### config.mk
export PLATFORM = sky130hd
export DESIGN_NAME = bus_handover_arb
export DESIGN_NICKNAME = d
export VERILOG_FILES = /design/src/rtl/bha_pkg.sv /design/src/rtl/bha_sync.sv /design/src/rtl/bha_run_cnt.sv /design/src/rtl/bha_fsm.sv /design/src/rtl/bus_handover_arb.sv
export SDC_FILE = /design/constraint.sdc
export NUM_CORES = 1
export LEC_CHECK = 0
export BUFFER_PORTS_ARGS = -buffer_cell sky130_fd_sc_hd__clkbuf_2
export CAP_MARGIN = 20
export CORE_AREA = 2 2 39 41
export CTS_CLUSTER_DIAMETER = 100
export DETAILED_ROUTE_END_ITERATION = 10
export DIE_AREA = 0 0 41 43
export GPL_ROUTABILITY_DRIVEN = 0
export RECOVER_POWER = 50
export SETUP_SLACK_MARGIN = 0.15
export SLEW_MARGIN = 10
export SYNTH_ARGS = -nofsm -noshare
export SYNTH_HDL_FRONTEND = slang
export SYNTH_HIERARCHICAL = 1
export SYNTH_SLANG_ARGS = --single-unit
### constraint.sdc
create_clock -name clk -period 1.1 [get_ports clk]
set_input_delay 0.22 -clock clk [delete_from_list [all_inputs] [get_ports clk]]
set_output_delay 0.22 -clock clk [all_outputs]
set_load 0.02 [all_outputs]
### src/rtl/bha_pkg.sv
package bha_pkg;

    typedef enum logic [2:0] {
        ST_OWNED      = 3'd0,
        ST_WAIT_END   = 3'd1,
        ST_GRANT      = 3'd2,
        ST_RELEASED   = 3'd3,
        ST_REACQ_CTRL = 3'd4,
        ST_REACQ_BUS  = 3'd5
    } arb_state_e;

    typedef struct packed {
        logic grant_n;
        logic addr_oe;
        logic data_oe;
        logic ctrl_oe;
        logic strobe_hold;
    } bus_drv_t;

    localparam bus_drv_t DRV_OWNED = '{grant_n: 1'b1, addr_oe: 1'b1, data_oe: 1'b1,
                                       ctrl_oe: 1'b1, strobe_hold: 1'b0};

endpackage

### src/rtl/bha_sync.sv
module bha_sync #(
    parameter int  STAGES  = 2,
    parameter logic RST_VAL = 1'b1
) (
    input  logic clk,
    input  logic rst_n,
    input  logic d_in,
    output logic q_out
);

    logic [STAGES-1:0] chain;

    generate
        for (genvar i = 0; i < STAGES; i++) begin : g_stage
            if (i == 0) begin : g_first
                always_ff @(posedge clk or negedge rst_n) begin
                    if (!rst_n) chain[0] <= RST_VAL;
                    else        chain[0] <= d_in;
                end
            end else begin : g_next
                always_ff @(posedge clk or negedge rst_n) begin
                    if (!rst_n) chain[i] <= RST_VAL;
                    else        chain[i] <= chain[i-1];
                end
            end
        end
    endgenerate

    assign q_out = chain[STAGES-1];

endmodule

### src/rtl/bha_run_cnt.sv
module bha_run_cnt #(
    parameter int NEG_MIN = 2
) (
    input  logic clk,
    input  logic rst_n,
    input  logic req_seen,
    output logic run_ok
);

    localparam int CW = $clog2(NEG_MIN + 1);
    localparam logic [CW-1:0] SAT = CW'(NEG_MIN);

    logic [CW-1:0] run_q;

    always_ff @(posedge clk or negedge rst_n) begin
        if (!rst_n) begin
            run_q <= SAT;
        end else if (req_seen) begin
            run_q <= '0;
        end else if (run_q != SAT) begin
            run_q <= run_q + 1'b1;
        end
    end

    assign run_ok = (run_q == SAT);

endmodule

### src/rtl/bha_fsm.sv
module bha_fsm
    import bha_pkg::*;
(
    input  logic     clk,
    input  logic     rst_n,
    input  logic     req_seen,
    input  logic     cyc_boundary,
    input  logic     run_ok,
    output bus_drv_t drv,
    output logic     eng_stall
);

    arb_state_e state_q, state_d;

    always_comb begin
        state_d = state_q;
        unique case (state_q)
            ST_OWNED: begin
                if (req_seen) state_d = cyc_boundary ? ST_GRANT : ST_WAIT_END;
            end
            ST_WAIT_END: begin
                if (cyc_boundary) state_d = ST_GRANT;
            end
            ST_GRANT: begin
                state_d = ST_RELEASED;
            end
            ST_RELEASED: begin
                if (!req_seen) state_d = ST_REACQ_CTRL;
            end
            ST_REACQ_CTRL: begin
                state_d = ST_REACQ_BUS;
            end
            ST_REACQ_BUS: begin
                if (req_seen) state_d = cyc_boundary ? ST_GRANT : ST_WAIT_END;
                else          state_d = ST_OWNED;
            end
            default: state_d = ST_OWNED;
        endcase
    end

    always_ff @(posedge clk or negedge rst_n) begin
        if (!rst_n) state_q <= ST_OWNED;
        else        state_q <= state_d;
    end

    always_comb begin
        drv       = DRV_OWNED;
        eng_stall = 1'b1;
        unique case (state_q)
            ST_OWNED: begin
                eng_stall = req_seen | ~run_ok;
            end
            ST_WAIT_END: begin
                drv.strobe_hold = 1'b0;
            end
            ST_GRANT: begin
                drv.grant_n     = 1'b0;
                drv.strobe_hold = 1'b1;
            end
            ST_RELEASED: begin
                drv.grant_n     = 1'b0;
                drv.addr_oe     = 1'b0;
                drv.data_oe     = 1'b0;
                drv.ctrl_oe     = 1'b0;
                drv.strobe_hold = 1'b1;
            end
            ST_REACQ_CTRL: begin
                drv.addr_oe     = 1'b0;
                drv.data_oe     = 1'b0;
                drv.strobe_hold = 1'b1;
            end
            ST_REACQ_BUS: begin
                eng_stall = req_seen | ~run_ok;
            end
            default: begin
                drv = DRV_OWNED;
            end
        endcase
    end

endmodule

### src/rtl/bus_handover_arb.sv
module bus_handover_arb
    import bha_pkg::*;
#(
    parameter int SYNC_STAGES = 2,
    parameter int NEG_MIN     = 2
) (
    input  logic clk,
    input  logic rst_n,
    input  logic req_in_n,
    input  logic cyc_busy,
    input  logic cyc_last,
    output logic grant_n,
    output logic addr_oe,
    output logic data_oe,
    output logic ctrl_oe,
    output logic strobe_hold,
    output logic eng_stall
);

    logic     req_sync_n;
    logic     req_seen;
    logic     run_ok;
    logic     cyc_boundary;
    bus_drv_t drv;

    bha_sync #(
        .STAGES  (SYNC_STAGES),
        .RST_VAL (1'b1)
    ) u_sync (
        .clk   (clk),
        .rst_n (rst_n),
        .d_in  (req_in_n),
        .q_out (req_sync_n)
    );

    assign req_seen     = ~req_sync_n;
    assign cyc_boundary = ~cyc_busy | cyc_last;

    bha_run_cnt #(
        .NEG_MIN (NEG_MIN)
    ) u_run (
        .clk      (clk),
        .rst_n    (rst_n),
        .req_seen (req_seen),
        .run_ok   (run_ok)
    );

    bha_fsm u_fsm (
        .clk          (clk),
        .rst_n        (rst_n),
        .req_seen     (req_seen),
        .cyc_boundary (cyc_boundary),
        .run_ok       (run_ok),
        .drv          (drv),
        .eng_stall    (eng_stall)
    );

    assign grant_n     = drv.grant_n;
    assign addr_oe     = drv.addr_oe;
    assign data_oe     = drv.data_oe;
    assign ctrl_oe     = drv.ctrl_oe;
    assign strobe_hold = drv.strobe_hold;

endmodule

==> flow_summary.toml <==
[yosys]
syn_avg_cell_area_um2 = 9.26
syn_nets = 46
synth_cells = 40
yosysUniqueCellTypes = 23
syn-cell-area_um2 = 370
seq_area_frac_synth_pct = 48.3
yosysWarningCount = 6
synth_seq_cells = 7

[detailed_routing]
first_pass_iters = 4
drc = 0
via_per_inst = 4.37
drt-total-wl_um = 954
wl_per_cell_um = 11.4
vias = 367
drtAntennaViolNets = 0
drtIter0Drc = 1

[timing]
timing.final.crit_period_ns = 1.41
hold_violations = 0
min_period_over_period_pct = 128
setup_viol = 11
setup_ws_ns = -0.313
fmax_mhz = 708
tightest_slew_ns = 0.344
slew_headroom_pct = 77.0
clock_skew_ns = 0.000335
timing.hold.ws_ns = 0.0570
drv_slew = 0
fin_setup_tns_ns = -1.91
rsz0062_at_grt = "true"

[status]
violations = "negative setup slack"
status = "finished, violations left"

[job]
max_cap_viol_count = 0

[floorplan]
die_y_um = 43
start_util_pct = 26.8
core_um2 = 1380
num_rows = 14
io-pin-count = 11
dieArea_um2 = 1760
fp.dieW_um = 41

[clock_network]
cts-buffers-inserted = 3
clock_latency_ns = 0.24
clock_sinks = 7
clk_pin_slew_ns = 0.05
htree_levels = 1
root_buffer = "clkbuf_4"
cts_tree = "yes"
clock_path_buffers = 2

[finish]
area_growth_pct = 92.2
nets = 75
insertedDiodeCount = 0
drive_gt1_share_pct = 67.6

[pwr]
pwr-share-seq_pct = 21.2
p_sw_share_pct = 38.3
p_per_area_nw_per_um2 = 3190
p_switching_mw = 0.870
p_comb_share_pct = 69.1
p_int_mw = 1.40
clockPowerShare_pct = 9.8
power_mw = 2.27
p_leak_nw = 0.333
vdd_drop_max_mv = 1.20

[global_route]
grt_pass1_vias = 378
antenna_found_initial = 0
grt.overflow.total = 0
grt_max_degree = 8
grt_pass1_wl_um = 1510
grt_usage_pct = 13.1

[setup_path]
crit_type = "flip-flop to output pin"
required_ns = 0.88
cp-end-kind = "output pin"
worst-path-max-fanout = 4
worstPathArrival_ns = 1.19
cp-start-kind = "flip-flop"

[place]
portBuffers = 10
place_hpwl_um = 608

[hold_path]
hold_path_class = "input pin to flip-flop"
## layer usage
metal  global-route usage, %  share of wire (%)
met5                       0                  0
met4                    8.00               0.63
met3                    1.57                3.5
met2                    22.5                 61
met1                    13.9                 35
## critical path, cell delays in order (launching register included)
cell and delay, ns:
dfrtp_1 0.40, nor2b_4 0.21, nand2_2 0.07, and2_4 0.15, buf_8 0.12
## layout make-up
cell class | count | area (um2)
fill | 144 | 672
timing repair buffer | 25 | 230
sequential | 7 | 181
tap | 16 | 20.0
clock buffer | 4 | 26.3
multi-input combinational | 28 | 236
inverter | 4 | 17.5
## power groups by stage
stage	Sequential [mW]	Clock, mW	Combinational (mW)
floorplan	0.470	0	0.717
global placement	0.460	0	1.04
detailed placement	0.464	0	1.06
CTS	0.472	0.237	1.39
global route	0.491	0.252	1.69
finish	0.481	0.221	1.57
## cells by family after synthesis
group / count (synthesis) / share of synthesized area (%)
xor gates and xnor gates: 2 / 4.73
buffers and inverters: 5 / 6.08
AOI/OAI and AO/OA: 8 / 14.2
and+or+nand+nor: 17 / 23.3
adders and majority gates: 1 / 3.38
DFF: 7 / 48.3
## repair_timing
item                                    CTS  global route
hold buffers                              1             0
endpoints found under the hold margin     4             0
endpoints found under the setup margin   11            11
gates resized for setup                  13            16
pin swaps                                 6             7
buffers inserted                          3             3
## through the flow
stage               std cells  instance area (um2)  utilization, %  setup slack, ns
floorplan                  40                  418               -           -0.145
global placement           73                  537            38.8          -0.0616
detailed placement         73                  537            38.8          -0.0989
CTS                        81                  651            47.0           -0.325
finish                     84                  712            51.4           -0.313
global route               84                  712            51.4           -0.392
## cells in the mapped netlist
cell type  count  area share [%]
a211o_1        1             2.4
a21oi_1        2             2.7
a21oi_2        1             2.4
and2_1         1             1.7
buf_4          1             2.0
dfrtp_1        4              27
dfstp_2        3              21
ha_1           1             3.4
inv_1          3             3.0
inv_2          1             1.0
nand2_1        5             5.1
nand2b_1       1             1.7
nand2b_2       1             2.4
nand3_1        1             1.4
nor2_1         5             5.1
nor2b_2        1             2.4
o211ai_1       1             2.0
o21a_1         1             2.0
o21ai_1        2             2.7
or2_1          1             1.7
or2b_1         1             2.0
xnor2_1        1             2.4
xor2_1         1             2.4
## sequential cells by signal, summed over array words and instances, names as in the netlist
| register | count |
|---|---|
| u_fsm/state_q | 3 |
| u_run/run_q | 2 |
| u_sync/chain | 1 |
| u_sync/q_out | 1 |
## path summary, 6_finish.rpt
kind                                   from               to  slack [ns]  depth (start not counted)
min reg2reg                 u_sync/chain[0]     u_sync/q_out        0.35                          0
min in group asynchronous             rst_n   u_run/run_q[0]        0.40                          2
max in group asynchronous             rst_n  u_sync/chain[0]        0.40                          2
max                        u_fsm/state_q[1]          addr_oe       -0.31                          4
max reg2reg                  u_run/run_q[1]   u_run/run_q[1]       -0.09                          3
min                                req_in_n  u_sync/chain[0]        0.06                          1
## cell usage in the layout, fill, tap and decap left out, types with 2 or more instances in the layout
cell type / instances
nor2_1: 2
dfrtp_2: 2
a21oi_2: 2
buf_8: 3
buf_6: 6
inv_1: 2
buf_4: 10
clkbuf_4: 3
nand2_1: 4
clkbuf_1: 2
dfrtp_1: 2
clkbuf_2: 3
nor2_2: 2
dfstp_2: 3
Power figures use the tool's default switching activity.
